===== src/rtl/opmode_pkg.sv =====
package opmode_pkg;
   typedef enum logic [2:0] {
      OM_REAL   = 3'd0,
      OM_PROT   = 3'd1,
      OM_V86    = 3'd2,
      OM_LONG64 = 3'd3,
      OM_COMPAT = 3'd4
   } opmode_e;

   localparam int unsigned WORD_W = 32;
endpackage


===== src/rtl/opmode_crfile.sv =====
module opmode_crfile #(
   parameter int unsigned IDX_W   = 4,
   parameter int unsigned PE_BIT  = 0,
   parameter int unsigned PG_BIT  = 31,
   parameter int unsigned PAE_BIT = 5
) (
   input  logic                          clk,
   input  logic                          rst_n,
   input  logic                          wr_en,
   input  logic [IDX_W-1:0]              wr_idx,
   input  logic [opmode_pkg::WORD_W-1:0] wr_data,
   input  logic [IDX_W-1:0]              rd_idx,
   output logic [opmode_pkg::WORD_W-1:0] rd_data,
   input  logic                          lme,
   output logic                          pe,
   output logic                          pg,
   output logic                          long_act,
   output logic                          bad
);
   localparam int unsigned W = opmode_pkg::WORD_W;
   localparam logic [IDX_W-1:0] IDX0 = IDX_W'(0);
   localparam logic [IDX_W-1:0] IDX3 = IDX_W'(3);
   localparam logic [IDX_W-1:0] IDX4 = IDX_W'(4);

   logic [W-1:0] r0_q, r3_q, r4_q, r0_n, r3_n, r4_n;
   logic         lact_q, lact_n;
   logic         pg_rise;

   always_comb begin
      r0_n    = r0_q;
      r3_n    = r3_q;
      r4_n    = r4_q;
      lact_n  = lact_q;
      bad     = 1'b0;
      pg_rise = wr_data[PG_BIT] & ~r0_q[PG_BIT];
      if (wr_en) begin
         unique case (wr_idx)
            IDX0: begin
               if (wr_data[PG_BIT] & ~wr_data[PE_BIT])     bad = 1'b1;
               else if (pg_rise & ~r0_q[PE_BIT])           bad = 1'b1;
               else if (pg_rise & lme & ~r4_q[PAE_BIT])    bad = 1'b1;
               if (!bad) begin
                  r0_n = wr_data;
                  if (!wr_data[PG_BIT])  lact_n = 1'b0;
                  else if (pg_rise)      lact_n = lme;
               end
            end
            IDX3: r3_n = wr_data;
            IDX4: begin
               if (lact_q & ~wr_data[PAE_BIT]) bad = 1'b1;
               else                             r4_n = wr_data;
            end
            default: bad = 1'b1;
         endcase
      end
   end

   always_ff @(posedge clk) begin
      if (!rst_n) begin
         r0_q   <= '0;
         r3_q   <= '0;
         r4_q   <= '0;
         lact_q <= 1'b0;
      end else begin
         r0_q   <= r0_n;
         r3_q   <= r3_n;
         r4_q   <= r4_n;
         lact_q <= lact_n;
      end
   end

   always_comb begin
      unique case (rd_idx)
         IDX0:    rd_data = r0_q;
         IDX3:    rd_data = r3_q;
         IDX4:    rd_data = r4_q;
         default: rd_data = '0;
      endcase
   end

   assign pe       = r0_q[PE_BIT];
   assign pg       = r0_q[PG_BIT];
   assign long_act = lact_q;
endmodule


===== src/rtl/opmode_xreg.sv =====
module opmode_xreg #(
   parameter logic [31:0] XR_INDEX = 32'hC000_0080,
   parameter int unsigned LME_BIT  = 8,
   parameter int unsigned LMA_BIT  = 10
) (
   input  logic                          clk,
   input  logic                          rst_n,
   input  logic                          en,
   input  logic                          wr,
   input  logic [31:0]                   idx,
   input  logic [opmode_pkg::WORD_W-1:0] wdata,
   input  logic                          pg,
   input  logic                          long_act,
   output logic                          lme,
   output logic [opmode_pkg::WORD_W-1:0] rdata,
   output logic                          bad
);
   localparam int unsigned W = opmode_pkg::WORD_W;
   localparam logic [W-1:0] WR_MASK = W'(1) << LME_BIT;
   localparam logic [W-1:0] ST_MASK = W'(1) << LMA_BIT;

   logic [W-1:0] x_q, x_n, view;
   logic         hit;

   assign hit = (idx == XR_INDEX);
   assign lme = x_q[LME_BIT];

   always_comb begin
      x_n = x_q;
      bad = 1'b0;
      if (en) begin
         if (!hit) begin
            bad = 1'b1;
         end else if (wr) begin
            if (pg && (wdata[LME_BIT] != x_q[LME_BIT])) bad = 1'b1;
            else                                         x_n = wdata & WR_MASK;
         end
      end
   end

   assign view = (x_q & WR_MASK) | (long_act ? ST_MASK : '0);

   always_ff @(posedge clk) begin
      if (!rst_n) begin
         x_q   <= '0;
         rdata <= '0;
      end else begin
         x_q <= x_n;
         if (en && !wr) rdata <= hit ? view : '0;
      end
   end
endmodule


===== src/rtl/opmode_decode.sv =====
module opmode_decode #(
   parameter int unsigned REAL_AW = 20,
   parameter int unsigned PROT_AW = 32,
   parameter int unsigned LONG_AW = 48,
   localparam int unsigned AW_W   = $clog2(LONG_AW + 1)
) (
   input  logic            pe,
   input  logic            long_act,
   input  logic            vm_flag,
   input  logic            cs_long,
   output logic [2:0]      mode,
   output logic [AW_W-1:0] addr_w
);
   import opmode_pkg::*;
   opmode_e m;

   always_comb begin
      if (!pe)          m = OM_REAL;
      else if (long_act) m = cs_long ? OM_LONG64 : OM_COMPAT;
      else if (vm_flag) m = OM_V86;
      else              m = OM_PROT;
   end

   always_comb begin
      unique case (m)
         OM_REAL, OM_V86:   addr_w = AW_W'(REAL_AW);
         OM_LONG64:         addr_w = AW_W'(LONG_AW);
         default:           addr_w = AW_W'(PROT_AW);
      endcase
   end

   assign mode = m;
endmodule


===== src/rtl/opmode_ctrl.sv =====
module opmode_ctrl #(
   parameter int unsigned IDX_W    = 4,
   parameter logic [31:0] XR_INDEX = 32'hC000_0080,
   parameter int unsigned PE_BIT   = 0,
   parameter int unsigned PG_BIT   = 31,
   parameter int unsigned PAE_BIT  = 5,
   parameter int unsigned LME_BIT  = 8,
   parameter int unsigned LMA_BIT  = 10,
   parameter int unsigned REAL_AW  = 20,
   parameter int unsigned PROT_AW  = 32,
   parameter int unsigned LONG_AW  = 48,
   localparam int unsigned AW_W    = $clog2(LONG_AW + 1)
) (
   input  logic             clk,
   input  logic             rst_n,
   input  logic             cr_wr_en,
   input  logic [IDX_W-1:0] cr_wr_idx,
   input  logic [31:0]      cr_wr_data,
   input  logic [IDX_W-1:0] cr_rd_idx,
   output logic [31:0]      cr_rd_data,
   input  logic             ext_en,
   input  logic             ext_wr,
   input  logic [31:0]      ext_idx,
   input  logic [31:0]      ext_wdata,
   output logic [31:0]      ext_rdata,
   input  logic             vm_flag,
   input  logic             cs_long_attr,
   output logic [2:0]       mode,
   output logic [AW_W-1:0]  addr_width,
   output logic             fault
);
   localparam int unsigned W = opmode_pkg::WORD_W;

   generate
      if (PE_BIT >= W || PG_BIT >= W || PAE_BIT >= W) begin : g_bad_cr_bit
         $error("opmode_ctrl: control bit position out of range");
      end
      if (LME_BIT >= W || LMA_BIT >= W || LME_BIT == LMA_BIT) begin : g_bad_x_bit
         $error("opmode_ctrl: extended register bit positions invalid");
      end
      if (PE_BIT == PG_BIT) begin : g_bad_cr0
         $error("opmode_ctrl: enable and paging bits must differ");
      end
      if (!(REAL_AW < PROT_AW && PROT_AW < LONG_AW)) begin : g_bad_aw
         $error("opmode_ctrl: address widths must increase by mode");
      end
      if (IDX_W < 3) begin : g_bad_idx
         $error("opmode_ctrl: index width too small for register 4");
      end
   endgenerate

   logic pe, pg, long_act, lme, cr_bad, x_bad, fault_q;

   opmode_crfile #(
      .IDX_W(IDX_W), .PE_BIT(PE_BIT), .PG_BIT(PG_BIT), .PAE_BIT(PAE_BIT)
   ) crfile_i (
      .clk(clk), .rst_n(rst_n),
      .wr_en(cr_wr_en), .wr_idx(cr_wr_idx), .wr_data(cr_wr_data),
      .rd_idx(cr_rd_idx), .rd_data(cr_rd_data),
      .lme(lme), .pe(pe), .pg(pg), .long_act(long_act), .bad(cr_bad)
   );

   opmode_xreg #(
      .XR_INDEX(XR_INDEX), .LME_BIT(LME_BIT), .LMA_BIT(LMA_BIT)
   ) xreg_i (
      .clk(clk), .rst_n(rst_n),
      .en(ext_en), .wr(ext_wr), .idx(ext_idx), .wdata(ext_wdata),
      .pg(pg), .long_act(long_act), .lme(lme), .rdata(ext_rdata), .bad(x_bad)
   );

   opmode_decode #(
      .REAL_AW(REAL_AW), .PROT_AW(PROT_AW), .LONG_AW(LONG_AW)
   ) decode_i (
      .pe(pe), .long_act(long_act), .vm_flag(vm_flag), .cs_long(cs_long_attr),
      .mode(mode), .addr_w(addr_width)
   );

   always_ff @(posedge clk) begin
      if (!rst_n) fault_q <= 1'b0;
      else        fault_q <= cr_bad | x_bad;
   end

   assign fault = fault_q;
endmodule


===== config.mk =====
export PLATFORM = sky130hd
export DESIGN_NAME = opmode_ctrl
export DESIGN_NICKNAME = d
export VERILOG_FILES = /design/src/rtl/opmode_pkg.sv /design/src/rtl/opmode_crfile.sv /design/src/rtl/opmode_xreg.sv /design/src/rtl/opmode_decode.sv /design/src/rtl/opmode_ctrl.sv
export SDC_FILE = /design/constraint.sdc
export NUM_CORES = 1
export LEC_CHECK = 0
export BUFFER_PORTS_ARGS = -buffer_cell sky130_fd_sc_hd__buf_2
export CAP_MARGIN = 30
export CELL_PAD_IN_SITES_DETAIL_PLACEMENT = 1
export CELL_PAD_IN_SITES_GLOBAL_PLACEMENT = 1
export CORE_MARGIN = 2
export CORE_UTILIZATION = 37
export DETAILED_ROUTE_END_ITERATION = 16
export PLACE_DENSITY = 0.9
export SYNTH_ARGS = -nofsm -noshare
export SYNTH_HDL_FRONTEND = slang
export SYNTH_SLANG_ARGS = --single-unit

===== constraint.sdc =====
create_clock -name clk -period 2.95 [get_ports clk]
set_clock_uncertainty 0.1 [all_clocks]
set_input_delay 0.1475 -clock clk [delete_from_list [all_inputs] [get_ports clk]]
set_output_delay 0.1475 -clock clk [all_outputs]
set_load 0.02 [all_outputs]

======== Word-level counts from Yosys, hierarchy flattened ========
Index checks and enable logic that the tools add are counted.
word-level totals
  register bits after elaboration ......... 131
  input bits .............................. 111
  output and inout bits ................... 74
  logic and storage cells ................. 66
operators by class
  equality and inequality tests ........... 9
  multiplexer cells ....................... 22
  bitwise operators ....................... 16
  reductions and logical operators ........ 12
operators by type and width
  kind                                                                      number
  32-bit case mux with 3 select lines                                       1
  32-bit equality test (second input constant)                              1
  32-bit two-way mux                                                        1
  9-bit by 32-bit bitwise OR with 32-bit output                             1
  1-bit two-way mux                                                         13
  6-bit case mux with 2 select lines                                        1
  11-bit two-way mux                                                        1
  3-bit two-way mux                                                         3
  4-bit by 2-bit equality test with 1-bit output (second input constant)    2
  4-bit by 3-bit equality test with 1-bit output (second input constant)    2
  4-bit logical NOT                                                         2
  1-bit NOT                                                                 8
  4-bit AND reduction                                                       2
  1-bit bitwise AND                                                         6
  3-bit by 2-bit equality test with 1-bit output (second input constant)    2
  3-bit AND reduction                                                       2
  3-bit logical NOT                                                         1
  1-bit case mux with 3 select lines                                        1
  1-bit logical AND                                                         2
  2-bit two-way mux                                                         1
  2-bit by 1-bit inequality test with 1-bit output (second input constant)  1
  2-bit AND reduction                                                       1
  2-bit OR reduction                                                        1
  1-bit logical NOT                                                         1
  2 further kinds                                                           2

======== Logic depth before layout (Yosys ltp) ========
  depth in word-level cells ............... 12
  depth in mapped cells ................... 6
  mapped depth without buffers ............ 4

======== Cells and area by module ========
From an unflattened synthesis, not the netlist that was laid out.
unflattened totals
  cell total of the unflattened synthesis .. 564
  area, all modules ....................... 4,742.0 um^2
by module, submodules not included
  module         times used  cells each  area an instance (um^2)  sequential area each (um^2)
  opmode_crfile  1           486         4,122.7                  1,941.9
  opmode_xreg    1           62          510.5                    60.1
  opmode_decode  1           14          81.3                     0.0
  opmode_ctrl    1           2           27.5                     20.0

======== Least setup slack after synthesis ========
Ideal clock, no wire load.
  path kind ............................... register to output
  start point ............................. register crfile_i.lact_q (netlist: crfile_i.long_act)
  end point ............................... output addr_width[5]
  data arrival time ....................... 1.209 ns
  data required time ...................... 2.703 ns
  path slack .............................. 1.494 ns
  stages on the path, launching flop included .. 3
  buffers on the path ..................... 0
  cell sequence ........................... dfxtp_1 > o21ai_0 > inv_1
between the ends
  longest elaborated chain between the ends .. 5
  elaborated cells between the ends (all ways) .. 7
  those cells by class .................... 2 x eq/ne; 3 x mux; 2 x reduce/logical
RTL lines
  what                                                                                        RTL line             source
  from (decl)                                                                                 opmode_crfile.sv:26  logic lact_q, lact_n;
  from (signal assigned)                                                                      opmode_crfile.sv:68  lact_q <= lact_n;
  3-bit two-way mux *                                                                         opmode_decode.sv:19  else if (long_act) m = cs_long ? OM_LONG64 : OM_COMPAT;
  3-bit two-way mux *                                                                         opmode_decode.sv:18  if (!pe) m = OM_REAL;
  3-bit by 2-bit equality test with 1-bit output / 3-bit logical NOT (equally long branches)  opmode_decode.sv:25  unique case (m)
  2-bit OR reduction                                                                          opmode_decode.sv:25
  6-bit case mux with 2 select lines *                                                        opmode_decode.sv:25
  to (decl)                                                                                   opmode_ctrl.sv:29    output logic [AW_W-1:0] addr_width,
Mark *: on every way between the ends. The rest lies on a longest branch, timed or not.

======== Worst setup path in the final report ========
  start point ............................. input cr_wr_data[31]
  end point ............................... register crfile_i.r0_q[5]
between the ends
  longest elaborated chain between the ends .. 10
  elaborated cells between the ends (all ways) .. 12
  those cells by class .................... 5 x mux; 6 x bitwise; 1 x reduce/logical
RTL lines
  what                                    RTL line             source
  from (decl)                             opmode_ctrl.sv:18    input logic [31:0] cr_wr_data,
  1-bit bitwise AND                       opmode_crfile.sv:35  pg_rise = wr_data[PG_BIT] & ~r0_q[PG_BIT];
  1-bit bitwise AND (2 in series)         opmode_crfile.sv:41  else if (pg_rise & lme & ~r4_q[PAE_BIT]) bad = 1'b1;
  1-bit two-way mux                       opmode_crfile.sv:41
  1-bit two-way mux                       opmode_crfile.sv:40  else if (pg_rise & ~r0_q[PE_BIT]) bad = 1'b1;
  1-bit two-way mux *                     opmode_crfile.sv:39  if (wr_data[PG_BIT] & ~wr_data[PE_BIT]) bad = 1'b1;
  1-bit two-way mux *                     opmode_crfile.sv:37  unique case (wr_idx)
  1-bit two-way mux *                     opmode_crfile.sv:36  if (wr_en) begin
  1-bit NOT (no source line) *            --
  3-bit AND reduction (no source line) *  --
  to (signal assigned)                    opmode_crfile.sv:65  r0_q <= r0_n;
  to (decl)                               opmode_crfile.sv:25  logic [W-1:0] r0_q, r3_q, r4_q, r0_n, r3_n, r4_n;
Mark *: on every way between the ends. The rest lies on a longest branch, timed or not. The select of a mux whose other input is x is not followed.
A chain may end at the register's enable or synchronous reset.

==> results.sh <==
export IMPL_outcome="completed"
export IMPL_diodes=0
export IMPL_io_buffer_count=120
export IMPL_drive_gt1_share_pct=21.1
export IMPL_critical_path_required_ns=3.11
export IMPL_via_per_inst=5.20
export IMPL_p_sw_share_pct=24.3
export IMPL_clkLatencyLatePin_ns=0.34
export IMPL_coreArea_um2=12500
export IMPL_fmax_mhz=463
export IMPL_area_delta_synth_final_pct=27.2
export IMPL_r2r_cells=5
export IMPL_slowest_delay_ns=0.54
export IMPL_p_per_area_nw_per_um2=478
export IMPL_start_util_pct=37.5
export IMPL_setup_slack_ns=0.791
export IMPL_hp_class="input port to flop"
export IMPL_die_area_um2=13600
export IMPL_crit_path_end_kind="flop"
export IMPL_htreeDepth=3
export IMPL_drc=0
export IMPL_path_max_fanout=24
export IMPL_grt_pass1_vias=4867
export IMPL_yosysTopAreaCell="dfxtp_1"
export IMPL_cts_tree="yes"
export IMPL_post_route_period_util_pct=73.2
export IMPL_p_total_mw=2.85
export IMPL_antenna_found_initial=0
export IMPL_cts_clk_slew_worst_paths_ns=0.07
export IMPL_vdd_drop_max_mv=0.257
export IMPL_rsz0062_at_grt="false"
export IMPL_slew_headroom_pct=36.1
export IMPL_slew_violations=0
export IMPL_wirelength_mm=15.1
export IMPL_p_leak_nw=2.69
export IMPL_yosysWarnings=0
export IMPL_grt_max_degree=97
export IMPL_pwr_share_clk_pct=41.5
export IMPL_synth_edf_count=0
export IMPL_ant_nets=0
export IMPL_vias=4719
export IMPL_crit_buf_inv=3
export IMPL_cap_violations=0
export IMPL_drt_iter0_markers=166
export IMPL_dpl_hpwl_mm=10.1
export IMPL_io_pin_count=185
export IMPL_ctsLongestPathBuffers=2
export IMPL_path_cells="dlygate4sd3_1 > buf_2 > a21boi_1 > o21a_1 > buf_4 > o21ai_0 > a21oi_1"
export IMPL_postSynthCellCount=597
export IMPL_cp_top_family="compound AO/OA/AOI/OAI gates"
export IMPL_setup_tns_final_ns=0
export IMPL_p_seq_share_pct=48.7
export IMPL_start_kind="input port"
export IMPL_cts_buffers=9
export IMPL_postSynth_asyncResetShare_pct=0
export IMPL_gp_congestion=0.757
export IMPL_hold_path_depth=3
export IMPL_synth_main_ff_cell="dfxtp_1"
export IMPL_synth_avg_cell_area_um2=7.83
export IMPL_combPwrFrac_pct=9.8
export IMPL_die_y_um=116
export IMPL_yosysTopAreaCellShare_pct=43.2
export IMPL_finalHoldViolations=0
export IMPL_netlist_area_um2=4680
export IMPL_cp_slowest_cell="dlygate4sd3_1"
export IMPL_pre_cts_slack_ns=0.900
export IMPL_cp_num_cells=7
export IMPL_setup_viol_count_final=0
export IMPL_dr_pass1_iters=4
export IMPL_nNetsFinal=842
export IMPL_grt_overflow=0
export IMPL_period_needed_ns=2.16
export IMPL_grt_pass1_wl_mm=23.9
export IMPL_cts_resized=0
export IMPL_ys_ff_latch=101
export IMPL_cts_sinks=101
export IMPL_rows=41
export IMPL_cp_arrival_ns=2.31
export IMPL_cts_root_buf="clkbuf_16"
export IMPL_ys_top_cells_by_area="dfxtp_1 (43%), nand2_1 (11%), a21oi_1 (7.3%)"
export IMPL_fin_hold_ws_ns=0.0275
export IMPL_p_int_mw=2.16
export IMPL_p_sw_mw=0.690
export IMPL_fp_dieW_um=116
export IMPL_critical_path_class="input port to flop"
export IMPL_post_drt_wl_per_cell_um=16.7
export IMPL_tightest_slew_ns=0.955
export IMPL_grt_usage_pct=22.5
export IMPL_ys_types=35
export IMPL_synth_seq_area_share_pct=43.2
through the flow:
step | instance area [µm²] | util (%) | instances
after floorplan | 4800 | - | 629
after global placement | 5330 | 42.7 | 859
after detailed placement | 5330 | 42.7 | 859
after CTS | 5950 | 47.7 | 907
after global routing | 5950 | 47.7 | 907
final | 5950 | 47.7 | 907
repair_timing:
| action | CTS | global route |
|---|---|---|
| hold buffers | 33 | 0 |
| buffers inserted | 0 | 0 |
| endpoints found under the hold margin | 77 | 0 |
synthesized netlist by cell type (2+ instances only):
cell type / n
a21oi_1: 68
a22oi_1: 32
a31oi_1: 2
and2_1: 2
and3_1: 2
buf_2: 16
buf_4: 33
clkbuf_1: 25
dfxtp_1: 101
inv_1: 5
mux2i_1: 33
nand2_1: 138
nand2b_1: 2
nand3_1: 34
nand4_1: 6
nor2_1: 32
nor2b_1: 2
nor4_1: 7
nor4b_1: 2
nor4b_2: 3
o21a_1: 2
o21ai_0: 36
or4_1: 2
cell usage in the layout (no fill, tap or decap), types with 2 or more instances in the layout:
master         netlist  layout
nand2_1            138     138
buf_2               16     120
dfxtp_1            101     101
a21oi_1             68      68
o21ai_0             36      36
nand3_1             34      34
mux2i_1             33      33
conb_1               1      33
dlygate4sd3_1        0      33
a22oi_1             32      32
nor2_1              32      32
buf_4               33      12
clkbuf_16            0       9
nand4_1              6       6
nor4_1               7       6
inv_1                5       5
nor2b_1              2       2
and3_1               2       2
and2_1               2       2
o21a_1               2       2
nand2b_1             2       2
nor4b_2              3       2
nor4b_1              2       2
or4_1                2       2
a31oi_1              2       2
clkinv_2             0       2
power groups by stage:
| stage | combinational [mW] | sequential [mW] | clock (mW) |
|---|---|---|---|
| global placement | 0.229 | 1.42 | 0 |
| global route | 0.302 | 1.39 | 1.27 |
| finish | 0.278 | 1.39 | 1.18 |
| CTS | 0.276 | 1.39 | 1.21 |
| detailed placement | 0.241 | 1.42 | 0 |
| floorplan | 0.158 | 1.42 | 0 |
metal layers:
metal / wire [µm] / vias up / global-route usage [%]
li1: - / 2254 / -
met1: 6370 / 2326 / 27.7
met2: 7950 / 127 / 40.5
met3: 658 / 12 / 3.79
met4: 143 / 0 / 6.03
met5: 0 / - / 0
sequential cells by signal, summed over array words and instances (netlist names):
register	flops
crfile_i.r4_q	32
crfile_i.r3_q	32
crfile_i.long_act	1
crfile_i.r0_q	32
xreg_i.x_q	1
xreg_i.rdata	2
fault	1
path summary, 6_finish.rpt:
path / slack [ns] / end / start
worst min register to register: 0.36 / crfile_i.r3_q[18]$_SDFFE_PN0P_ / crfile_i.r3_q[18]$_SDFFE_PN0P_
worst max-delay path: 0.79 / crfile_i.r0_q[5]$_SDFFE_PN0P_ / cr_wr_data[31]
worst min-delay path: 0.03 / crfile_i.r3_q[0]$_SDFFE_PN0P_ / cr_wr_data[0]
worst max register to register: 0.92 / crfile_i.r0_q[5]$_SDFFE_PN0P_ / xreg_i.x_q[8]$_SDFFE_PN0P_
logic make-up (layout without fill, tap and decap cells):
kind of cell / after synthesis / count (layout) / share of synthesized area, %
AND/OR/NAND/NOR: 236 / 236 / 22.3
AO/OA/AOI/OAI: 144 / 144 / 17.5
flip-flops: 101 / 101 / 43.2
buffers and inverters: 81 / 187 / 9.61
multiplexers: 33 / 33 / 7.06
other: 1 / 33 / 0.0802
XOR/XNOR: 1 / 1 / 0.187
final cells by class:
type | instances | area, µm²
fillers | 1549 | 6520
multi-input cells | 447 | 2360
flip-flops and latches | 101 | 2020
repair buffers | 166 | 1040
clock buffers | 11 | 243
well taps | 172 | 215
clock inverters | 4 | 48.8
inverters | 6 | 22.5
tightest hold or removal path, delay by kind of cell:
| kind | cells | cell delay [ns] |
|---|---|---|
| AOI/OAI and AO/OA | 1 | 0.05 |
| buffers and inverters | 1 | 0.15 |
| and+or+nand+nor | 1 | 0.07 |
No activity file was read; power rests on OpenSTA's default activity.
